**config.mk**
```make
export PLATFORM = sky130hd
export DESIGN_NAME = tick_watchdog
export DESIGN_NICKNAME = d
export VERILOG_FILES = /design/src/rtl/wdog_pkg.sv /design/src/rtl/wdog_regs.sv /design/src/rtl/wdog_prescaler.sv /design/src/rtl/wdog_miss_tracker.sv /design/src/rtl/tick_watchdog.sv
export SDC_FILE = /design/constraint.sdc
export NUM_CORES = 1
export LEC_CHECK = 0
export CORE_MARGIN = 3
export CORE_UTILIZATION = 40
export CTS_CLUSTER_SIZE = 30
export DETAILED_ROUTE_END_ITERATION = 10
export GPL_ROUTABILITY_DRIVEN = 0
export PLACE_DENSITY = 0.67
export SETUP_SLACK_MARGIN = 0.02
export SLEW_MARGIN = 20
export SYNTH_ARGS = -nofsm -noshare
export SYNTH_HDL_FRONTEND = slang
export SYNTH_SLANG_ARGS = --single-unit
```
**constraint.sdc**
```tcl
create_clock -name clk -period 4.7 [get_ports clk]
set_clock_uncertainty 0.15 [all_clocks]
set_input_delay 0.47 -clock clk [delete_from_list [all_inputs] [get_ports clk]]
set_output_delay 0.47 -clock clk [all_outputs]
set_load 0.005 [all_outputs]
```
**src/rtl/wdog_pkg.sv**
```systemverilog
package wdog_pkg;
    localparam int BUS_AW = 4;
    localparam int BUS_DW = 8;

    localparam logic [BUS_AW-1:0] OFS_ID     = 4'h0;
    localparam logic [BUS_AW-1:0] OFS_ENABLE = 4'h1;
    localparam logic [BUS_AW-1:0] OFS_KICK   = 4'h2;

    localparam logic [BUS_DW-1:0] ID_CODE = 8'h42;

    // decoded write commands handed from the register port to the core
    typedef struct packed {
        logic set_enable;
        logic enable_val;
        logic kick;
    } bus_cmd_t;
endpackage

```
**src/rtl/wdog_regs.sv**
```systemverilog
module wdog_regs
    import wdog_pkg::*;
(
    input  logic              clk,
    input  logic              rst_n,
    input  logic              acc_valid,
    input  logic              acc_write,
    input  logic [BUS_AW-1:0] acc_addr,
    input  logic [BUS_DW-1:0] acc_wdata,
    output bus_cmd_t          cmd,
    output logic              enabled,
    output logic [BUS_DW-1:0] acc_rdata
);
    typedef struct packed {
        logic enable;
    } reg_state_t;

    reg_state_t st_d, st_q;

    always_comb begin
        st_d      = st_q;
        cmd       = '0;
        acc_rdata = '0;
        if (acc_valid && acc_write) begin
            case (acc_addr)
                OFS_ENABLE: begin
                    cmd.set_enable = 1'b1;
                    cmd.enable_val = |acc_wdata;
                    st_d.enable    = |acc_wdata;
                end
                OFS_KICK: cmd.kick = 1'b1;
                default: ;
            endcase
        end else if (acc_valid) begin
            case (acc_addr)
                OFS_ID:     acc_rdata = ID_CODE;
                OFS_ENABLE: acc_rdata = {{(BUS_DW-1){1'b0}}, st_q.enable};
                default: ;
            endcase
        end
    end

    always_ff @(posedge clk or negedge rst_n) begin
        if (!rst_n) st_q <= '0;
        else        st_q <= st_d;
    end

    assign enabled = st_q.enable;

    p_id_read_r1: assert property (@(posedge clk) disable iff (!rst_n)
        (acc_valid && !acc_write && acc_addr == OFS_ID) |-> (acc_rdata == 8'h42));

    p_enable_store_r2: assert property (@(posedge clk) disable iff (!rst_n)
        (acc_valid && acc_write && acc_addr == OFS_ENABLE) |=> (enabled == $past(|acc_wdata)));

    p_other_write_r3: assert property (@(posedge clk) disable iff (!rst_n)
        (acc_valid && acc_write && acc_addr != OFS_ENABLE) |=> $stable(enabled));
endmodule

```
**src/rtl/wdog_prescaler.sv**
```systemverilog
module wdog_prescaler #(
    parameter int CYCLES_PER_PERIOD = 250_000_000
) (
    input  logic clk,
    input  logic rst_n,
    input  logic enable,
    input  logic restart,
    output logic tick
);
    localparam int CW = (CYCLES_PER_PERIOD > 1) ? $clog2(CYCLES_PER_PERIOD) : 1;
    localparam logic [CW-1:0] LAST = CW'(CYCLES_PER_PERIOD - 1);

    typedef struct packed {
        logic [CW-1:0] cnt;
    } pre_state_t;

    pre_state_t st_d, st_q;

    always_comb begin
        st_d = st_q;
        tick = enable && (st_q.cnt == LAST);
        if (restart)      st_d.cnt = '0;
        else if (!enable) st_d.cnt = '0;
        else if (tick)    st_d.cnt = '0;
        else              st_d.cnt = CW'(st_q.cnt + 1'b1);
    end

    always_ff @(posedge clk or negedge rst_n) begin
        if (!rst_n) st_q <= '0;
        else        st_q <= st_d;
    end

    p_restart_zero_r8: assert property (@(posedge clk) disable iff (!rst_n)
        restart |=> (st_q.cnt == '0));

    p_idle_hold_r9: assert property (@(posedge clk) disable iff (!rst_n)
        !enable |=> (st_q.cnt == '0));
endmodule

```
**src/rtl/wdog_miss_tracker.sv**
```systemverilog
module wdog_miss_tracker #(
    parameter int EXPIRE_THRESHOLD = 10,
    parameter int THRESH_W         = 8
) (
    input  logic clk,
    input  logic rst_n,
    input  logic eval,
    input  logic kick,
    output logic warn,
    output logic reset_req
);
    localparam int MW = THRESH_W + 1;
    localparam logic [MW-1:0] MISS_MAX = '1;
    localparam logic [MW-1:0] THR_V    = MW'(EXPIRE_THRESHOLD);
    localparam logic [MW-1:0] WARN_AT  = MW'(1);

    typedef struct packed {
        logic          serviced;
        logic [MW-1:0] missed;
        logic          req;
    } miss_state_t;

    miss_state_t st_d, st_q;

    always_comb begin
        st_d     = st_q;
        st_d.req = 1'b0;
        if (kick) begin
            st_d.missed   = '0;
            st_d.serviced = !eval;
        end else if (eval) begin
            if (!st_q.serviced && st_q.missed != MISS_MAX)
                st_d.missed = MW'(st_q.missed + 1'b1);
            st_d.serviced = 1'b0;
        end
        if (eval && st_d.missed > THR_V) st_d.req = 1'b1;
    end

    always_ff @(posedge clk or negedge rst_n) begin
        if (!rst_n) st_q <= '0;
        else        st_q <= st_d;
    end

    assign warn      = st_q.missed > WARN_AT;
    assign reset_req = st_q.req;

    p_kick_clear_r4: assert property (@(posedge clk) disable iff (!rst_n)
        kick |=> (st_q.missed == '0 && !reset_req));

    p_miss_step_r5: assert property (@(posedge clk) disable iff (!rst_n)
        (eval && !kick && !st_q.serviced && st_q.missed != MISS_MAX)
        |=> (st_q.missed == MW'($past(st_q.missed) + 1'b1)));

    p_req_after_eval_r7: assert property (@(posedge clk) disable iff (!rst_n)
        reset_req |-> $past(eval));

    p_collide_r11: assert property (@(posedge clk) disable iff (!rst_n)
        (kick && eval) |=> (!st_q.serviced && !reset_req));

    p_saturate_r12: assert property (@(posedge clk) disable iff (!rst_n)
        (st_q.missed == MISS_MAX && !kick) |=> (st_q.missed == MISS_MAX));
endmodule

```
**src/rtl/tick_watchdog.sv**
```systemverilog
module tick_watchdog
    import wdog_pkg::*;
#(
    parameter int CYCLES_PER_PERIOD = 250_000_000,
    parameter int EXPIRE_THRESHOLD  = 10,
    parameter int THRESH_W          = 8
) (
    input  logic              clk,
    input  logic              rst_n,
    input  logic              acc_valid,
    input  logic              acc_write,
    input  logic [BUS_AW-1:0] acc_addr,
    input  logic [BUS_DW-1:0] acc_wdata,
    output logic [BUS_DW-1:0] acc_rdata,
    output logic              wdog_warn,
    output logic              wdog_reset_req
);
    bus_cmd_t cmd;
    logic     enabled;
    logic     restart;
    logic     tick;
    logic     eval;

    wdog_regs u_regs (
        .clk       (clk),
        .rst_n     (rst_n),
        .acc_valid (acc_valid),
        .acc_write (acc_write),
        .acc_addr  (acc_addr),
        .acc_wdata (acc_wdata),
        .cmd       (cmd),
        .enabled   (enabled),
        .acc_rdata (acc_rdata)
    );

    assign restart = cmd.set_enable && cmd.enable_val;

    wdog_prescaler #(
        .CYCLES_PER_PERIOD (CYCLES_PER_PERIOD)
    ) u_prescaler (
        .clk     (clk),
        .rst_n   (rst_n),
        .enable  (enabled),
        .restart (restart),
        .tick    (tick)
    );

    assign eval = restart || tick;

    wdog_miss_tracker #(
        .EXPIRE_THRESHOLD (EXPIRE_THRESHOLD),
        .THRESH_W         (THRESH_W)
    ) u_tracker (
        .clk       (clk),
        .rst_n     (rst_n),
        .eval      (eval),
        .kick      (cmd.kick),
        .warn      (wdog_warn),
        .reset_req (wdog_reset_req)
    );

    p_no_eval_idle_r9: assert property (@(posedge clk) disable iff (!rst_n)
        (!enabled && !restart) |-> !eval);
endmodule

```
==> results.ini, run 1 <==
[run_status]
status=completed

[routing]
drt_pass1_iterations=4
drt_iter0_markers=76
routed_wl_um=3935
viasPerCell=5.025
avgRoutedWirePerCell_um=12.34
drc_errors=0
num_vias=1603
ant_nets=0

[cts]
clk_latency_ns=0.29
postCtsHoldBufs=0
cts_resized=0
clock-root-buffer=clkbuf_8
clock_path_buffers=2
cts_tree=done
cts_made_buffers=5
cts_setup_buffers=0
path_clk_slew_ns=0.08
cts_htree_levels=2
cts_sinks=40

[power_and_ir_drop]
leakage_nw=1.080
peakVddDrop_uv=142.5
powerDensity_nw_per_um2=317.0

[final_layout]
seqCellArea_um2=1001
syn_to_final_growth_pct=17.10
nFillCells=472
instances_no_fill=319
multi_input_area_um2=1109
nNetsFinal=268
drive_gt1_frac=0.07631
antennaDiodeCount=0

[grt]
grt_pass1_vias=1495
grt_pass1_wl_um=6755
grt_usage=0.1317
grt_overflow_total=0
grt_max_degree=41
antenna_found_initial=0

[synth]
async_flop_share=1.000
yosys.area.top_type=dfrtp_1
synthDistinctLibCells=41
syn_area_um2=2173
synth_top_cell_area_share=0.4606
synth_warnings=0
synth_edf_count=0
seq_area_frac_synth=0.4606
avgSynthCellArea_um2=9.617
ys_seq_elements=40
synthFlopType=dfrtp_1
synth.area.top_cells=dfrtp_1 46%, nor2_1 7.4%, xor2_1 7.3%
synthTopCellsByCount=43 x nor2_1, 40 x dfrtp_1, 18 x xor2_1
yosysMostFrequentCell=nor2_1
synthCells=226

[sta]
rsz0062_at_grt=no
hold_ws_ns=0.1342
min_period_ns=3.028
slew_headroom=0.3997
max_clock_freq_ghz=0.3302
hold_viol=0
setup_tns_ns=0
tightestPinTransition_ns=0.8983
fin_crit_sh=0.6443
fin_ws_ns=1.672
report.final.slew_viol_count=0
finalSetupViolCount=0

[worst_setup_path]
cp.arrival_ns=3.07
worstSetupPathType=input port to register
cp-end-kind=register
worst_ep_required_time_ns=4.74
cp-start-kind=input port
cp_max_fo=8

[die]
rows=26
die_h_um=79.71
start_util=0.4202
core-area_um2=5172
fp.dieW_um=79.71
die_area_um2=6354
ioPinCount=26

[place]
pre_cts_slack_ns=1.372
hpwl_um=2884
portBuffers=20
dp_cells=311

[job]
maxCapViolCount=0

[hold_path]
hold_class=input port to async pin

## final timing paths
path | from | to | slack [ns] | cells after the start
min in group clk | u_prescaler.st_q[0] | u_prescaler.st_q[0] | 0.40 | 1
worst min register to register | u_prescaler.st_q[0] | u_prescaler.st_q[0] | 0.40 | 1
worst max-delay path | acc_addr[0] | u_tracker.reset_req | 1.67 | 8
worst min-delay path | rst_n | u_prescaler.st_q[26] | 0.13 | 1
max in group asynchronous | rst_n | u_tracker.st_q[6] | 3.73 | 1
worst max register to register | u_tracker.st_q[1] | u_tracker.reset_req | 1.75 | 9
## worst max-delay path: stages
cell	delay (ns)
clkdlybuf4s50_1	0.50
inv_1	0.08
a2111oi_2	0.48
a31oi_4	0.10
or4_4	0.53
xor2_1	0.18
or4_1	0.50
a41oi_1	0.22
## power breakdown
group	switching [mW]	internal [mW]	total (mW)
clock	0.112	0.187	0.300
combinational	0.0576	0.0518	0.109
sequential	0.0314	0.366	0.398
total	0.201	0.605	0.807
## per-stage QoR
| stage | power, mW | util | area, um2 |
|---|---|---|---|
| 2_1_floorplan | 0.4664 | - | 2188 |
| 3_3_place_gp | 0.5141 | 0.4676 | 2419 |
| 3_5_place_dp | 0.5129 | 0.4676 | 2419 |
| 4_1_cts | 0.8189 | 0.4920 | 2545 |
| 5_1_grt | 0.8526 | 0.4920 | 2545 |
| 6_report | 0.8067 | 0.4920 | 2545 |
## layout make-up
type                       count  area share
clock buffer                   7     0.03786
clock inverter                 1     0.01180
inverter                       5    0.007375
multi-input combinational    175      0.4356
sequential                    40      0.3933
tap                           70     0.03441
timing repair buffer          21     0.07965
## layer usage
| layer | GRT usage | share of wire |
|---|---|---|
| met4 | 0.03608 | 0.0036 |
| met1 | 0.1861 | 0.52 |
| met3 | 0.02257 | 0.040 |
| met5 | 0 | 0 |
| met2 | 0.2078 | 0.44 |
## sequential cells by signal, summed over array words and instances (netlist names)
name,count
u_prescaler.st_q,28
u_regs.enabled,1
u_tracker.reset_req,1
u_tracker.st_q,10
## placed cells by master, fill, tap and decap left out, types with 6 or more instances in the layout
cell | Yosys | routed
nand2_1 | 17 | 17
dfrtp_1 | 40 | 40
clkbuf_8 | 0 | 7
nor2_1 | 43 | 43
clkdlybuf4s50_1 | 0 | 19
nor3_1 | 6 | 6
nand3_1 | 12 | 12
xnor2_1 | 10 | 10
or3_1 | 7 | 7
xor2_1 | 18 | 18
nand4_1 | 6 | 6
and3_1 | 7 | 7
## cell families (layout without fill, tap and decap cells)
kind of cell	count (synthesis)	after routing	synth area share
buffers and inverters	15	34	0.03627
AND/OR/NAND/NOR	117	117	0.2890
AO/OA/AOI/OAI	20	20	0.07196
adder cells (fa/ha/maj)	4	4	0.02303
flip-flops	40	40	0.4606
other	1	5	0.001725
XOR/XNOR	28	28	0.1128
multiplexers	1	1	0.004606
No activity file was read; power rests on OpenSTA's default activity.
==> inputs of run 2 (changes only) <==
==> constraint.sdc (replaced) <==
create_clock -name clk -period 3 [get_ports clk]
set_clock_uncertainty 0.15 [all_clocks]
set_input_delay 0.3 -clock clk [delete_from_list [all_inputs] [get_ports clk]]
set_output_delay 0.3 -clock clk [all_outputs]
set_load 0.005 [all_outputs]
==> run 2 against run 1 <==
  * The flow now finishes with violations (negative hold slack)
  * Register-to-register slack got worse by 1.6 ns
  * First-iteration DRC count rose by 75%
  * Routed wire length increased by 6.1%
  * Global-route usage is 0.82 points higher
  * Clock power is 24% higher
  * Via count increased by 5.6%
  * Non-clock buffer count increased by 11
  * Sequential cell count unchanged
  * Die area unchanged
  * Count of clock-buffer cells in the layout stayed put
  * Critical path depth up 1
  * Sequential share of layout area is 0.93 points lower
  * Critical path type is now register to register
==> results.ini, run 2 (synthesis results as in run 1) <==
[run_status]
status=finished with violations  ; was completed
violations=negative hold slack

[cts]
clk_latency_ns=0.29  ; about the same
cts_htree_levels=2  ; unchanged
cts_resized=0  ; unchanged
cts_sinks=40  ; unchanged
postCtsHoldBufs=0  ; unchanged
clock-root-buffer=clkbuf_8  ; unchanged
cts_tree=done  ; unchanged
path_clk_slew_ns=0.07  ; was 0.08 ns
clock_path_buffers=2  ; unchanged
cts_setup_buffers=0  ; unchanged
cts_made_buffers=5  ; unchanged

[final_layout]
nFillCells=473  ; was 472
largest_register_ffs=28  ; unchanged
reg_top3=u_prescaler.st_q (28), u_tracker.st_q (10)  ; unchanged
drive_gt1_frac=0.1236  ; was 0.07631
stdcell_area_um2=2610  ; was 2545 um2
mostFrequentLayoutCells=43 x nor2_1, 39 x dfrtp_1, 19 x clkdlybuf4s50_1, 18 x xor2_1, 17 x nand2_1  ; was 43 x nor2_1, 40 x dfrtp_1, 19 x clkdlybuf4s50_1, 18 x xor2_1, 17 x nand2_1
antennaDiodeCount=0  ; unchanged
syn_to_final_growth_pct=20.09  ; was 17.10%
nNetsFinal=279  ; was 268
regMostFlops=u_prescaler.st_q  ; unchanged
final_common_cell=nor2_1  ; unchanged

[grt]
grt_max_degree=41  ; unchanged
grt_usage=0.1399  ; was 0.1317
antenna_found_initial=0  ; unchanged
grt_overflow_total=0  ; unchanged
grt_pass1_vias=1577  ; was 1495
grt_pass1_wl_um=7051  ; was 6755 um

[die]
die_h_um=79.71  ; unchanged
fp.dieW_um=79.71  ; unchanged
start_util=0.4202  ; unchanged
rows=26  ; unchanged
ioPinCount=26  ; unchanged
core-area_um2=5172  ; unchanged
die_area_um2=6354  ; unchanged

[worst_setup_path]
cp_max_fo=6  ; was 8
worstSetupPathType=register to register  ; was input port to register
worst_ep_required_time_ns=3.05  ; was 4.74 ns
cp-end-kind=register  ; unchanged
cp-start-kind=register  ; was input port
cp.arrival_ns=2.93  ; was 3.07 ns

[routing]
viasPerCell=5.143  ; was 5.025
drc_errors=0  ; unchanged
drt_pass1_iterations=4  ; unchanged
routed_wl_um=4174  ; was 3935 um
num_vias=1692  ; was 1603
avgRoutedWirePerCell_um=12.69  ; was 12.34 um
ant_nets=0  ; unchanged
drt_iter0_markers=133  ; was 76

[place]
hpwl_um=3015  ; was 2884 um
pre_cts_slack_ns=-0.07017  ; was 1.372 ns
portBuffers=20  ; unchanged
place_area_um2=2501  ; was 2419 um2

[power_and_ir_drop]
leakage_nw=1.118  ; was 1.080 nW
powerDensity_nw_per_um2=456.7  ; was 317.0 nW/um2
peakVddDrop_uv=194.7  ; was 142.5 uV

[hold_path]
hold_class=input port to async pin  ; unchanged

[sta]
fin_crit_sh=0.9569
rsz0062_at_grt=no  ; unchanged
min_period_ns=2.871
fin_ws_ns=0.1293  ; was 1.672 ns
hold_ws_ns=-0.03113  ; was 0.1342 ns
hold_viol=40  ; was 0
setup_tns_ns=0  ; unchanged
report.final.slew_viol_count=0  ; unchanged
tightestPinTransition_ns=0.8624  ; was 0.8983 ns
slew_headroom=0.4251  ; was 0.3997
max_clock_freq_ghz=0.3483
finalSetupViolCount=0  ; unchanged

[job]
maxCapViolCount=0  ; unchanged

==> run 2: changes by cell type in the layout (fill, tap and decap cells not counted), sizes merged <==
cell / previous run / this run
buf: 2 / 13
bufinv: 1 / 0
==> run 2: worst paths after layout <==
path | slack, ns | startpoint | cells after the start | to
max in group asynchronous | 2.13 | rst_n | 1 | u_tracker.st_q[2]
min | -0.03 | rst_n | 1 | u_prescaler.st_q[23]
max | 0.13 | u_tracker.st_q[2] | 9 | u_tracker.reset_req
min reg2reg | 0.40 | u_prescaler.st_q[0] | 1 | u_prescaler.st_q[0]
min in group clk | 0.40 | u_prescaler.st_q[0] | 1 | u_prescaler.st_q[0]
max reg2reg | 0.13 | u_tracker.st_q[2] | 9 | u_tracker.reset_req
==> run 2: layout make-up <==
| type | instances | area (um2) | share of cell area |
|---|---|---|---|
| Clock buffer | 7 | 96.34 | 0.03691 |
| Inverter | 5 | 18.77 | 0.007191 |
| Multi-Input combinational cell | 175 | 1120 | 0.4290 |
| Sequential cell | 40 | 1002 | 0.3840 |
| Tap cell | 70 | 87.58 | 0.03356 |
| Timing Repair Buffer | 32 | 285.3 | 0.1093 |
==> run 2: routing by layer <==
| layer | GRT usage | routed length (um) | part of all wire |
|---|---|---|---|
| met1 | 0.1831 | 2047 | 0.49 |
| met2 | 0.2195 | 1832 | 0.44 |
| met3 | 0.03950 | 226 | 0.054 |
| met4 | 0.05155 | 68 | 0.016 |
| met5 | 0 | 0 | 0 |
==> run 2: stage by stage <==
step	util	power, mW	instances
global placement	0.4836	0.8283	322
global route	0.5046	1.261	329
finish	0.5046	1.192	329
floorplan	-	0.7308	230
CTS	0.5022	1.212	329
detailed placement	0.4836	0.8280	322
==> run 2: critical path, stage by stage, from the launching register on <==
cell	delay (ns)
dfrtp_2	0.44
ha_1	0.21
and2_1	0.20
nand2_1	0.08
nor2_1	0.04
ha_1	0.22
or4_4	0.56
xor2_1	0.18
or4_4	0.53
a41oi_2	0.19
==> run 2: power by group <==
part,switching (mW),internal [mW]
logic,0.103,0.0991
clock network,0.167,0.204
registers,0.0429,0.575
==> inputs of run 3 (changes only) <==
--- a/config.mk
+++ b/config.mk
@@ -5,7 +5,7 @@
 export SDC_FILE = /design/constraint.sdc
 export NUM_CORES = 1
 export LEC_CHECK = 0
-export CORE_MARGIN = 3
+export CORE_MARGIN = 4
 export CORE_UTILIZATION = 40
 export CTS_CLUSTER_SIZE = 30
 export DETAILED_ROUTE_END_ITERATION = 10
==> run 3 against run 2 <==
  * Setup slack better by 0.047 ns
  * Routed wire length up 3.8%
  * Global-route usage up 0.69 points
  * Cell count unchanged
  * Utilization up 0.36 points
  * The flow still finishes with violations (negative hold slack)
  * Die area up 5.1%
  * Total power up 10%
  * Largest cell class unchanged
  * Count of clock-buffer cells in the layout unchanged
  * Maximum frequency up 1.7%
  * Sequential power about the same
  * Critical endpoint unchanged
  * Hold slack better by 0.015 ns
==> results.ini, run 3 (synthesis results as in run 1) <==
[run_status]
status=finished with violations  ; unchanged
violations=negative hold slack  ; unchanged

[power_and_ir_drop]
total_power_mw=1.311  ; was 1.192 mW
powerDensity_nw_per_um2=498.8  ; was 456.7 nW/um2
peakVddDrop_uv=306.6  ; was 194.7 uV
leakage_nw=1.126  ; was 1.118 nW

[sta]
finalSetupViolCount=0  ; unchanged
fin_ws_ns=0.1767  ; was 0.1293 ns
setup_tns_ns=0  ; unchanged
report.final.slew_viol_count=0  ; unchanged
hold_viol=39  ; was 40
fin_crit_sh=0.9411  ; was 0.9569
hold_ws_ns=-0.01618  ; was -0.03113 ns
tightestPinTransition_ns=0.9023  ; was 0.8624 ns
rsz0062_at_grt=no  ; unchanged
slew_headroom=0.3985  ; was 0.4251
min_period_ns=2.823  ; was 2.871 ns
max_clock_freq_ghz=0.3542  ; was 0.3483 GHz

[worst_setup_path]
crit_chain=ha_1 -> and2_1 -> nand2_1 -> nor2_1 -> ha_1 -> or4_4 -> xor2_1 -> or4_1 -> a41oi_2  ; was ha_1 -> and2_1 -> nand2_1 -> nor2_1 -> ha_1 -> or4_4 -> xor2_1 -> or4_4 -> a41oi_2
worst_ep_required_time_ns=3.07  ; was 3.05 ns
cp-start-kind=register  ; unchanged
cp.arrival_ns=2.90  ; was 2.93 ns
cp_max_fo=4  ; was 6
slowest_delay_ns=0.56  ; about the same
cp-end-kind=register  ; unchanged
worstSetupPathType=register to register  ; unchanged
r2r.worst_path.cells=9  ; unchanged
worst_path_most_repeated_cell=ha_1
critPathSlowestCell=or4_4  ; unchanged

[die]
ioPinCount=26  ; unchanged
core-area_um2=5172  ; unchanged
die_h_um=81.71  ; was 79.71 um
fp.dieW_um=81.71  ; was 79.71 um
rows=26  ; unchanged
die_area_um2=6677  ; was 6354 um2
start_util=0.4202  ; unchanged

[grt]
antenna_found_initial=0  ; unchanged
grt_overflow_total=0  ; unchanged
grt_max_degree=41  ; unchanged
grt_pass1_vias=1646  ; was 1577
grt_pass1_wl_um=7562  ; was 7051 um
grt_usage=0.1468  ; was 0.1399

[final_layout]
regMostFlops=u_prescaler.st_q  ; unchanged
fin_util=0.5082  ; was 0.5046
drive_gt1_frac=0.1197  ; was 0.1236
antennaDiodeCount=0  ; unchanged
reg_top3=u_prescaler.st_q (28), u_tracker.st_q (10)  ; unchanged
largest_register_ffs=28  ; unchanged
syn_to_final_growth_pct=20.96  ; was 20.09%
instances_no_fill=329  ; unchanged
final_common_cell=nor2_1  ; unchanged
mostFrequentLayoutCells=43 x nor2_1, 39 x dfrtp_1, 19 x clkdlybuf4s50_1, 18 x xor2_1, 17 x nand2_1  ; unchanged
nNetsFinal=278  ; was 279

[hold_path]
hold_class=input port to async pin  ; unchanged

[routing]
num_vias=1703  ; was 1692
route.met3.wl_um=292  ; was 226 um
ant_nets=0  ; unchanged
dr_wl_met2_um=1882  ; was 1832 um
viasPerCell=5.176  ; was 5.143
highest_layer=met4  ; unchanged
avgRoutedWirePerCell_um=13.17  ; was 12.69 um
drt_pass1_iterations=4  ; unchanged
routed_wl_um=4332  ; was 4174 um
drt-met1-wl_um=2075  ; was 2047 um
drc_errors=0  ; unchanged
drt_iter0_markers=127  ; was 133

[place]
hpwl_um=3010  ; was 3015 um
pre_cts_slack_ns=-0.03460  ; was -0.07017 ns
dp_cells=319  ; was 322
portBuffers=20  ; unchanged

[cts]
clk_latency_ns=0.30  ; was 0.29 ns
cts_sinks=40  ; unchanged
path_clk_slew_ns=0.08  ; was 0.07 ns
clock-root-buffer=clkbuf_8  ; unchanged
clock_path_buffers=2  ; unchanged
cts_tree=done  ; unchanged
cts_made_buffers=5  ; unchanged
cts_htree_levels=2  ; unchanged

[job]
maxCapViolCount=0  ; unchanged

## run 3: changes by cell type in the layout (fill, tap and decap cells not counted), sizes merged
cell,previous run,this run
buf,13,12
bufinv,0,1
## run 3: final cells by class
cell class                      count  area, um2
Sequential cell                    40       1002
Fill cell                         481       2544
Tap cell                           70      87.58
Inverter                            5      18.77
Timing Repair Buffer               31      277.8
Multi-Input combinational cell    175       1116
Clock buffer                        7      96.34
Clock inverter                      1      30.03
## run 3: through the flow
stage	hold WS (ns)	cell area [um2]
3_5_place_dp	0.3392	2479
4_1_cts	0.009836	2605
2_1_floorplan	-0.1456	2188
3_3_place_gp	0.3202	2479
5_1_grt	0.06974	2629
6_report	-0.01618	2629
## run 3: power breakdown
group          internal [mW]  total (mW)  switching [mW]
Clock                  0.294       0.483           0.189
Combinational          0.105       0.213           0.109
Sequential             0.575       0.615          0.0403
## run 3: worst max-delay path: cells and delay by family (launching register included)
kind	cells	cell delay, ns
AO/OA/AOI/OAI	1	0.18
XOR/XNOR	1	0.17
adder cells (fa/ha/maj)	2	0.42
flip-flops	1	0.43
AND/OR/NAND/NOR	5	1.40
## run 3: layer usage
| layer | up-vias | track usage |
|---|---|---|
| met4 | 0 | 0.06312 |
| met2 | 43 | 0.2239 |
| met5 | - | 0 |
| li1 | 840 | - |
| met3 | 6 | 0.03838 |
| met1 | 814 | 0.1972 |
## run 3: final timing paths
path                       slack, ns                start                  end
min reg2reg                     0.39  u_prescaler.st_q[0]  u_prescaler.st_q[0]
max in group asynchronous       2.11                rst_n    u_tracker.st_q[2]
min                            -0.02                rst_n  u_prescaler.st_q[5]
max                             0.18    u_tracker.st_q[2]  u_tracker.reset_req
min in group clk                0.39  u_prescaler.st_q[0]  u_prescaler.st_q[0]
max reg2reg                     0.18    u_tracker.st_q[2]  u_tracker.reset_req
## run 3: what timing repair did
action,CTS,global route
hold endpoints to repair,0,0
buffers inserted,0,2
setup endpoints to repair,0,1
resized for setup,0,2
hold buffers,0,0
